**config.mk**
```make
export PLATFORM = sky130hd
export DESIGN_NAME = uic_top
export DESIGN_NICKNAME = d
export VERILOG_FILES = /design/src/rtl/uic_pkg.sv /design/src/rtl/uic_sync.sv /design/src/rtl/uic_sense.sv /design/src/rtl/uic_prio.sv /design/src/rtl/uic_top.sv
export SDC_FILE = /design/constraint.sdc
export NUM_CORES = 1
export LEC_CHECK = 0
export BUFFER_PORTS_ARGS = -buffer_cell sky130_fd_sc_hd__buf_2
export CORE_MARGIN = 8
export CORE_UTILIZATION = 35
export DETAILED_ROUTE_END_ITERATION = 8
export PLACE_DENSITY_LB_ADDON = 0.08
export RECOVER_POWER = 25
export SYNTH_ARGS = -nofsm -noshare
export SYNTH_HDL_FRONTEND = slang
export SYNTH_SLANG_ARGS = --single-unit
```
**constraint.sdc**
```tcl
create_clock -name clk -period 3.93 [get_ports clk]
set_clock_uncertainty 0.2 [all_clocks]
set_input_delay 0.1965 -clock clk [delete_from_list [all_inputs] [get_ports clk]]
set_output_delay 0.1965 -clock clk [all_outputs]
set_load 0.03 [all_outputs]
```
**src/rtl/uic_pkg.sv**
```systemverilog
`timescale 1ns/1ps
package uic_pkg;
  typedef enum logic [2:0] {
    REG_STAT  = 3'd0,
    REG_EN    = 3'd1,
    REG_ROUTE = 3'd2,
    REG_POL   = 3'd3,
    REG_TRIG  = 3'd4,
    REG_MSTAT = 3'd5,
    REG_HIGH  = 3'd6
  } uic_reg_e;
endpackage

```
**src/rtl/uic_sync.sv**
```systemverilog
`timescale 1ns/1ps
module uic_sync #(
  parameter int          W       = 32,
  parameter logic [W-1:0] RST_VAL = '1
) (
  input  logic         clk,
  input  logic         rst,
  input  logic [W-1:0] d,
  output logic [W-1:0] q
);
  logic [W-1:0] meta_q;

  always_ff @(posedge clk) begin
    if (rst) begin
      meta_q <= RST_VAL;
      q      <= RST_VAL;
    end else begin
      meta_q <= d;
      q      <= meta_q;
    end
  end
endmodule

```
**src/rtl/uic_sense.sv**
```systemverilog
`timescale 1ns/1ps
module uic_sense #(
  parameter int          N       = 32,
  parameter logic [N-1:0] RSVD    = '0,
  parameter logic [N-1:0] RST_VAL = '1
) (
  input  logic         clk,
  input  logic         rst,
  input  logic [N-1:0] line_s,
  input  logic [N-1:0] trig,
  input  logic [N-1:0] pol,
  input  logic [N-1:0] clr,
  output logic [N-1:0] status_q
);
  logic [N-1:0] line_d;
  logic [N-1:0] set_v;

  always_ff @(posedge clk) begin
    if (rst) line_d <= RST_VAL;
    else     line_d <= line_s;
  end

  for (genvar i = 0; i < N; i++) begin : g_bit
    if (RSVD[i]) begin : g_rsvd
      assign set_v[i] = 1'b0;
    end else begin : g_live
      logic lvl_hit, edg_hit;
      always_comb begin
        lvl_hit  = (line_s[i] == pol[i]);
        edg_hit  = pol[i] ? (line_s[i] & ~line_d[i]) : (~line_s[i] & line_d[i]);
        set_v[i] = trig[i] ? edg_hit : lvl_hit;
      end

      assert_edge_transition_R5: assert property (@(posedge clk) disable iff (rst)
        ($rose(status_q[i]) && $past(trig[i])) |-> $past(line_s[i] != line_d[i]));

      assert_level_active_R4: assert property (@(posedge clk) disable iff (rst)
        ($rose(status_q[i]) && !$past(trig[i])) |-> $past(line_s[i] == pol[i]));
    end
  end

  always_ff @(posedge clk) begin
    if (rst) status_q <= '0;
    else     status_q <= (status_q & ~clr) | set_v;
  end

  assert_rsvd_clear_R11: assert property (@(posedge clk) disable iff (rst)
    (status_q & RSVD) == '0);

  assert_sticky_R7: assert property (@(posedge clk) disable iff (rst)
    ($past(status_q) & ~$past(clr) & ~status_q) == '0);
endmodule

```
**src/rtl/uic_prio.sv**
```systemverilog
`timescale 1ns/1ps
module uic_prio #(
  parameter int N     = 32,
  parameter int IDX_W = $clog2(N)
) (
  input  logic [N-1:0]     masked,
  output logic             valid,
  output logic [IDX_W-1:0] idx
);
  always_comb begin
    valid = 1'b0;
    idx   = '0;
    for (int b = 0; b < N; b++) begin
      if (masked[b]) begin
        valid = 1'b1;
        idx   = IDX_W'(N - 1 - b);
      end
    end
  end
endmodule

```
**src/rtl/uic_top.sv**
```systemverilog
`timescale 1ns/1ps
module uic_top #(
  parameter int                 NUM_SRC  = 32,
  parameter int                 ADDR_W   = 3,
  parameter logic [NUM_SRC-1:0] RSVD_MAP = 32'h0000_7000,
  parameter logic [NUM_SRC-1:0] IN_IDLE  = '1
) (
  input  logic               clk,
  input  logic               rst,
  input  logic [ADDR_W-1:0]  bus_addr,
  input  logic               bus_we,
  input  logic [NUM_SRC-1:0] bus_wdata,
  output logic [NUM_SRC-1:0] bus_rdata,
  input  logic [NUM_SRC-1:0] irq_in,
  output logic               irq_norm,
  output logic               irq_crit
);
  import uic_pkg::*;

  localparam int IDX_W = $clog2(NUM_SRC);

  logic [NUM_SRC-1:0] en_q, route_q, pol_q, trig_q;
  logic [NUM_SRC-1:0] line_s, status_q, clr_v, masked_w, hp_word;
  logic               hp_valid;
  logic [IDX_W-1:0]   hp_idx;

  function automatic logic hit(input logic [ADDR_W-1:0] a, input uic_reg_e r);
    return a == ADDR_W'(r);
  endfunction

  uic_sync #(.W(NUM_SRC), .RST_VAL(IN_IDLE)) u_sync (
    .clk(clk), .rst(rst), .d(irq_in), .q(line_s)
  );

  assign clr_v = (bus_we && hit(bus_addr, REG_STAT)) ? bus_wdata : '0;

  uic_sense #(.N(NUM_SRC), .RSVD(RSVD_MAP), .RST_VAL(IN_IDLE)) u_sense (
    .clk(clk), .rst(rst), .line_s(line_s), .trig(trig_q), .pol(pol_q),
    .clr(clr_v), .status_q(status_q)
  );

  assign masked_w = status_q & en_q;

  uic_prio #(.N(NUM_SRC), .IDX_W(IDX_W)) u_prio (
    .masked(masked_w), .valid(hp_valid), .idx(hp_idx)
  );

  always_comb begin
    hp_word              = '0;
    hp_word[NUM_SRC-1]   = hp_valid;
    hp_word[IDX_W-1:0]   = hp_idx;
  end

  always_ff @(posedge clk) begin
    if (rst) begin
      en_q    <= '0;
      route_q <= '1;
      pol_q   <= '0;
      trig_q  <= '0;
    end else if (bus_we) begin
      if (hit(bus_addr, REG_EN))    en_q    <= bus_wdata;
      if (hit(bus_addr, REG_ROUTE)) route_q <= bus_wdata;
      if (hit(bus_addr, REG_POL))   pol_q   <= bus_wdata;
      if (hit(bus_addr, REG_TRIG))  trig_q  <= bus_wdata;
    end
  end

  always_ff @(posedge clk) begin
    if (rst) begin
      bus_rdata <= '0;
      irq_norm  <= 1'b0;
      irq_crit  <= 1'b0;
    end else begin
      irq_norm <= |(masked_w & route_q);
      irq_crit <= |(masked_w & ~route_q);
      case (bus_addr)
        ADDR_W'(REG_STAT):  bus_rdata <= status_q;
        ADDR_W'(REG_EN):    bus_rdata <= en_q;
        ADDR_W'(REG_ROUTE): bus_rdata <= route_q;
        ADDR_W'(REG_POL):   bus_rdata <= pol_q;
        ADDR_W'(REG_TRIG):  bus_rdata <= trig_q;
        ADDR_W'(REG_MSTAT): bus_rdata <= masked_w;
        ADDR_W'(REG_HIGH):  bus_rdata <= hp_word;
        default:            bus_rdata <= '0;
      endcase
    end
  end

  assert_norm_source_R9: assert property (@(posedge clk) disable iff (rst)
    irq_norm |-> $past(|(status_q & en_q & route_q)));

  assert_crit_source_R9: assert property (@(posedge clk) disable iff (rst)
    irq_crit |-> $past(|(status_q & en_q & ~route_q)));

  assert_mask_read_R8: assert property (@(posedge clk) disable iff (rst)
    ($past(bus_addr) == ADDR_W'(REG_MSTAT)) |-> ((bus_rdata & ~$past(en_q)) == '0));

  assert_hp_lowest_R10: assert property (@(posedge clk) disable iff (rst)
    hp_valid |-> (masked_w[NUM_SRC-1-int'(hp_idx)] &&
                  ((masked_w >> (NUM_SRC - int'(hp_idx))) == '0)));

  assert_hp_empty_R10: assert property (@(posedge clk) disable iff (rst)
    !hp_valid |-> (masked_w == '0));
endmodule

```
After elaboration in Yosys (flattened, before gate mapping)
Cells that the tools add are included.
Widths: inputs -> output; s select.
{ "word_totals": {"ff_bits": 290, "latch_bits": 0, "ramBits": 0, "rom_bits": 0, "out_inout_bits": 34, "wordCells": 301, "memories": 0} }
{ "op_classes": {"add_sub_neg": 0, "multipliers": 0, "div": 0, "order_cmp": 0, "n_eq_ne": 35, "shifts": 0, "mux": 124, "bitwise": 123, "n_reduce_logical": 8} }
{ "op_table": {"columns": ["op", "count"], "rows": [
  ["$pmux 32 s7", 1],
  ["$mux 5", 32],
  ["$and 32x32->32", 4],
  ["$mux 1", 90],
  ["$not 32->32", 2],
  ["$reduce_or 32->1", 2],
  ["$and 1x1->1", 58],
  ["$not 1->1", 58],
  ["$mux 32", 1],
  ["$or 32x32->32", 1],
  ["$eq 1x1->1", 29],
  ["$eq 3x3->1 const B", 3],
  ["$reduce_and 2->1", 4],
  ["$eq 3x2->1 const B", 2],
  ["$eq 3x1->1 const B", 1],
  ["$logic_not 3->1", 1],
  ["$logic_and 1x1->1", 1]
]} }

Depth between registers and ports, before layout
{ "logic_depth": {"depth_word": 34, "mapped_depth": 8} }

Cells and area by module
A second synthesis with hierarchy kept.
{ "unflattened": {"hier_cells": 1487, "area_unflattened_um2": 12256.8} }
{ "by_module_without_submodules": {"columns": ["module", "n_inst", "cells_per_inst", "area_each_um2", "seq_area_each_um2"], "rows": [
  ["uic_top", 1, 984, 7634.8, 3243.1],
  ["uic_sense", 1, 303, 2491.1, 1221.2],
  ["uic_sync", 1, 135, 1760.4, 1281.2],
  ["uic_prio", 1, 65, 370.4, 0.0]
]} }

Least setup slack after synthesis
Ideal clock, no wire load.
{ "synth_timing": {"path_type": "register to register", "start": "reg u_sense.status_q[21]", "end": "reg bus_rdata[31]", "t_arrival_ps": 1517, "t_required_ps": 3598, "setup_slack_ps": 2081, "path_stages_with_launch": 7, "n_path_buf": 0, "cell_sequence": "dfxtp_1 > a22oi_2 > nand3_2 > or3_1 > or3_1 > a21oi_1 > a21oi_1"} }
{ "synth_via": {"elab_chain_len": 13} }
{ "synth_rtl": {"columns": ["element", "line_no", "text"], "rows": [
  ["from (decl)", "uic_sense.sv:13", "output logic [N-1:0] status_q"],
  ["from (signal assigned)", "uic_sense.sv:44", "else status_q <= (status_q & ~clr) | set_v;"],
  ["$and 32x32->32", "uic_top.sv:42", "assign masked_w = status_q & en_q;"],
  ["$mux 1 (11 in series)", "uic_prio.sv:14", "if (masked[b]) begin"],
  ["$pmux 32 s7", "uic_top.sv:76", "case (bus_addr)"],
  ["to (signal assigned)", "uic_top.sv:77", "ADDR_W'(REG_STAT): bus_rdata <= status_q;"],
  ["to (signal assigned)", "uic_top.sv:78", "ADDR_W'(REG_EN): bus_rdata <= en_q;"],
  ["to (signal assigned)", "uic_top.sv:79", "ADDR_W'(REG_ROUTE): bus_rdata <= route_q;"],
  ["to (decl)", "uic_top.sv:13", "output logic [NUM_SRC-1:0] bus_rdata,"]
]} }
Every way passes these cells.
A chain may end at the register's enable or synchronous reset.

==> results.md <==
Outcome:
- The flow ran to the end, but the final reports show violations.
- The final reports fail on max-capacitance violations, max-slew violations.

Global routing:
- The first global-routing pass estimated 60.3 mm of wire.
- The total routing resource utilization after global routing is 19.2%.
- The total overflow reported by the global router is 0.
- Entering global routing, the biggest net connects 136 pins.
- The via count of the first global-routing pass was 10,217.
- The number of antenna violations at the first check in global routing is 0.

Drt:
- Wires add up to 38.8 mm.
- The number of DRC violations after detailed routing is 0.
- Using the TritonRoute via totals, the vias-per-cell ratio works out to 5.17.
- Dividing the detail-routed wire length by the instance count gives 19.3 um.
- Once detail routing completed, the nets flagged for antenna violations numbered 0.
- The via total after detailed routing is 10,399.
- The detailed router finished its first iteration with 740 violations.
- The first TritonRoute pass finished after 5 iterations.

Timing:
- Setup repair after global routing left no endpoint under its margin.
- The hold violation count in the final report came to 0.
- The maximum clock rate is 360 MHz.
- The smallest clock period supported by the final layout is computed as 2780 ps.
- Setup slack on the critical path of the routed design comes to 1150 ps.
- The setup-violating endpoint count in the final report is 0.
- The aggregate negative setup slack is 0 ps.
- The number of pins exceeding their max-slew limit in the final report is 128.
- In this run the tightest slew margin relative to its limit is -65.4%.
- The portion of the clock cycle consumed by the worst path in the final layout is 70.6%.
- At the pin with the least slew margin, the transition time is 2480 ps.

Synth:
- The proportion of register bits with asynchronous set or reset after synthesis is 0%.
- The post-synthesis cell type count is 57.
- The main flop type after synthesis is sky130_fd_sc_hd__dfxtp_1.
- The number of nets produced by synthesis is 1,481.
- After technology mapping, the gate count stands at 1,411.
- The dominant cell type by area after synthesis is sky130_fd_sc_hd__dfxtp_1.
- By count the netlist is led by 326 x sky130_fd_sc_hd__nand2_1, 281 x sky130_fd_sc_hd__dfxtp_1, 184 x sky130_fd_sc_hd__a21oi_1.
- The sequential element share of the synthesized area is 47.7%.
- The flip-flop and latch count after synthesis is 281.
- The area share of the leading cell type in the synthesized netlist is 47.7%.
- The synthesized netlist occupies a cell area of 11,800 um2.
- The most repeated cell in the gate-level netlist after synthesis is sky130_fd_sc_hd__nand2_1.
- Ranked by total cell area, the synthesized netlist is headed by sky130_fd_sc_hd__dfxtp_1 48%, sky130_fd_sc_hd__nand2_1 10%, sky130_fd_sc_hd__a21oi_1 7.8%.
- Counting flops with a built-in enable in the synthesized netlist gives 0.
- Averaged over all synthesized cells, the footprint is 8.35 um2.
- The number of warnings printed during yosys synthesis is 0.

Die:
- Measured along the x axis, the die boundary spans 199 um.
- The die covers 39,800 um2.
- In this run the core area contains 67 standard-cell rows.
- The initial core utilization is 35.3%.
- The core region is 33,400 um2.
- The boundary pin count is 104.
- The floorplan step set the die height to 199 um.

Worst hold path:
- The beginning of the worst hold path is bus_addr[1].
- The kind of path behind the tightest hold check is input port to register.

Setup path:
- The launch instance of the worst register-to-register path is u_sense.status_q[21]$_SDFF_PP0_.
- In this run the worst setup path terminates at bus_rdata[26]$_SDFF_PP0_.
- The endpoint identified for the worst register-to-register timing path is bus_rdata[31]$_SDFF_PP0_.
- The critical path data arrival time is 2980 ps.
- The worst setup path category is input port to register.
- The worst setup path is launched from an input port.
- STA classifies the critical path endpoint as a register.
- The highest fanout seen on the critical path is 128.
- The internal reg-to-reg setup slack is 1830 ps.
- The path depth of the worst reg2reg path is 6.
- Tracing the worst setup path back leads to its startpoint at rst.
- The endpoint required time on the critical path is 4140 ps.

Placed design:
- The HPWL after detailed placement is 25.1 mm.
- In this run, placement finished with an instance count of 1,894.
- At the end of routability-driven placement, the weighted congestion stood at 0.852.
- At the placement stage, the worst setup path has a slack of 1250 ps.
- The count of port buffers added during placement is 100.

Clocking:
- In this run the clock root is driven by a sky130_fd_sc_hd__clkbuf_16.
- TritonCTS built the clock tree.
- Post-CTS repair changed the size of 0 cells.
- The hold-fix buffer count after cts is 62.
- Clock-pin slew was measured on the worst setup and hold paths at 60 ps.
- The clock network latency to the later pin of the worst-skew pair is 570 ps.
- The clock passes through at most 3 buffers.
- The clock buffer count from CTS is 31.
- The level count of the clock H-tree is 1.
- The number of setup buffers added after CTS is 0.
- The number of sinks driven by the clock tree is 281.

Pwr:
- The cell leakage power is 5.55 nW.
- Total power for the finished layout comes to 6.62 mW.
- The maximum resistive drop on vdd is 0.319 mV.
- Dividing total power by cell area gives a power density of 460 nW/um2.

Layout:
- The ratio of cells with drive above 1 in the final layout is 17.6%.
- The post-layout instance count excluding filler cells is 2,013.
- The number of antenna diodes in the final layout is 0.
- The filler cells instantiated in the layout total 3,415.
- Relative to the synthesized area, the layout overhead comes to 22.2%.
- The post-layout net count is 1,611.
- Cells fill 43.2% of the core in the end.

Flow run:
- The count of max-cap constraint violations is 1.
## per-stage QoR
| stage | hold slack (ps) | cell area, um2 |
|---|---|---|
| finish | 84.7 | 14400 |
| global placement | 179 | 12700 |
| detailed placement | 182 | 12700 |
| floorplan | 84.4 | 11800 |
| CTS | 59.4 | 14400 |
| global route | 70.3 | 14400 |
## routing by layer
layer / part of all wire (%) / track usage (%)
met4: 2.0 / 5.04
met5: 0 / 0
met3: 4.4 / 2.76
met2: 47 / 32.0
met1: 47 / 25.8
## layout make-up
cell class	count	area (um2)	area share (%)
clock buffers	43	911	6.32
well taps	448	561	3.89
clock inverters	14	155	1.08
flip-flops and latches	281	5630	39.1
multi-input cells	1035	5770	40.1
inverters	5	18.8	0.130
repair buffers	187	1360	9.44
## critical path, cell delays in order
cell and delay [ps]:
sky130_fd_sc_hd__clkbuf_2 1690, sky130_fd_sc_hd__a31o_1 690, sky130_fd_sc_hd__buf_12 230, sky130_fd_sc_hd__a211oi_1 70
## sequential cells by signal (all words and copies together), names as in the netlist
name	flops
en_q	32
route_q	32
pol_q	32
u_sense.status_q	32
u_sync.q	29
irq_norm	1
u_sync.meta_q	29
u_sense.line_d	29
irq_crit	1
bus_rdata	32
trig_q	32
## power by group
part	leakage, nW	internal, mW	total [mW]	switching (mW)
registers	2.30	2.95	3.05	0.0987
clock network	0.533	1.81	3.00	1.20
logic	2.72	0.239	0.563	0.324
total	5.55	5.00	6.62	1.62
## cells by family (layout without fill, tap and decap cells)
group | after synthesis | after routing | synth area share (%)
xor gates and xnor gates | 58 | 58 | 4.31
muxes | 33 | 33 | 2.92
and+or+nand+nor | 630 | 630 | 25.0
buffers and inverters | 95 | 249 | 3.42
DFF | 281 | 281 | 47.7
AOI/OAI and AO/OA | 314 | 314 | 16.6
## layout by cell type (no fill, tap or decap), drive strengths merged, types with 3 or more instances in the layout
cell type,instances
nor2,74
xor2,29
nand2,328
a32o,5
o22a,13
nor4,4
a221oi,4
dfxtp,281
mux2,11
xnor2,29
or2,87
a22oi,10
and3,3
nand2b,32
a211oi,21
a32oi,29
nand3,39
o21ai,10
clkbuf,44
dlygate4sd3,62
nor2b,5
a21oi,184
nor3,6
bufinv,3
inv,6
nand3b,32
nand4,9
o21a,3
mux2i,22
clkinv,9
a222oi,4
buf,124
and2,6
o22ai,13
## worst min-delay path by stage
stage / slack (ps) / cells after the start / to
5_1_grt: 70 / 3 / bus_rdata[10]$_SDFF_PP0_
3_3_place_gp: 180 / 2 / u_sync.meta_q[7]$_SDFF_PP1_
3_5_place_dp: 180 / 2 / u_sync.meta_q[31]$_SDFF_PP1_
4_1_cts: 60 / 3 / bus_rdata[11]$_SDFF_PP0_
2_1_floorplan: 80 / 1 / u_sense.status_q[12]$_SDFF_PP0_
6_report: 80 / 3 / bus_rdata[10]$_SDFF_PP0_
Note: power is estimated with default switching activity, not from simulation.
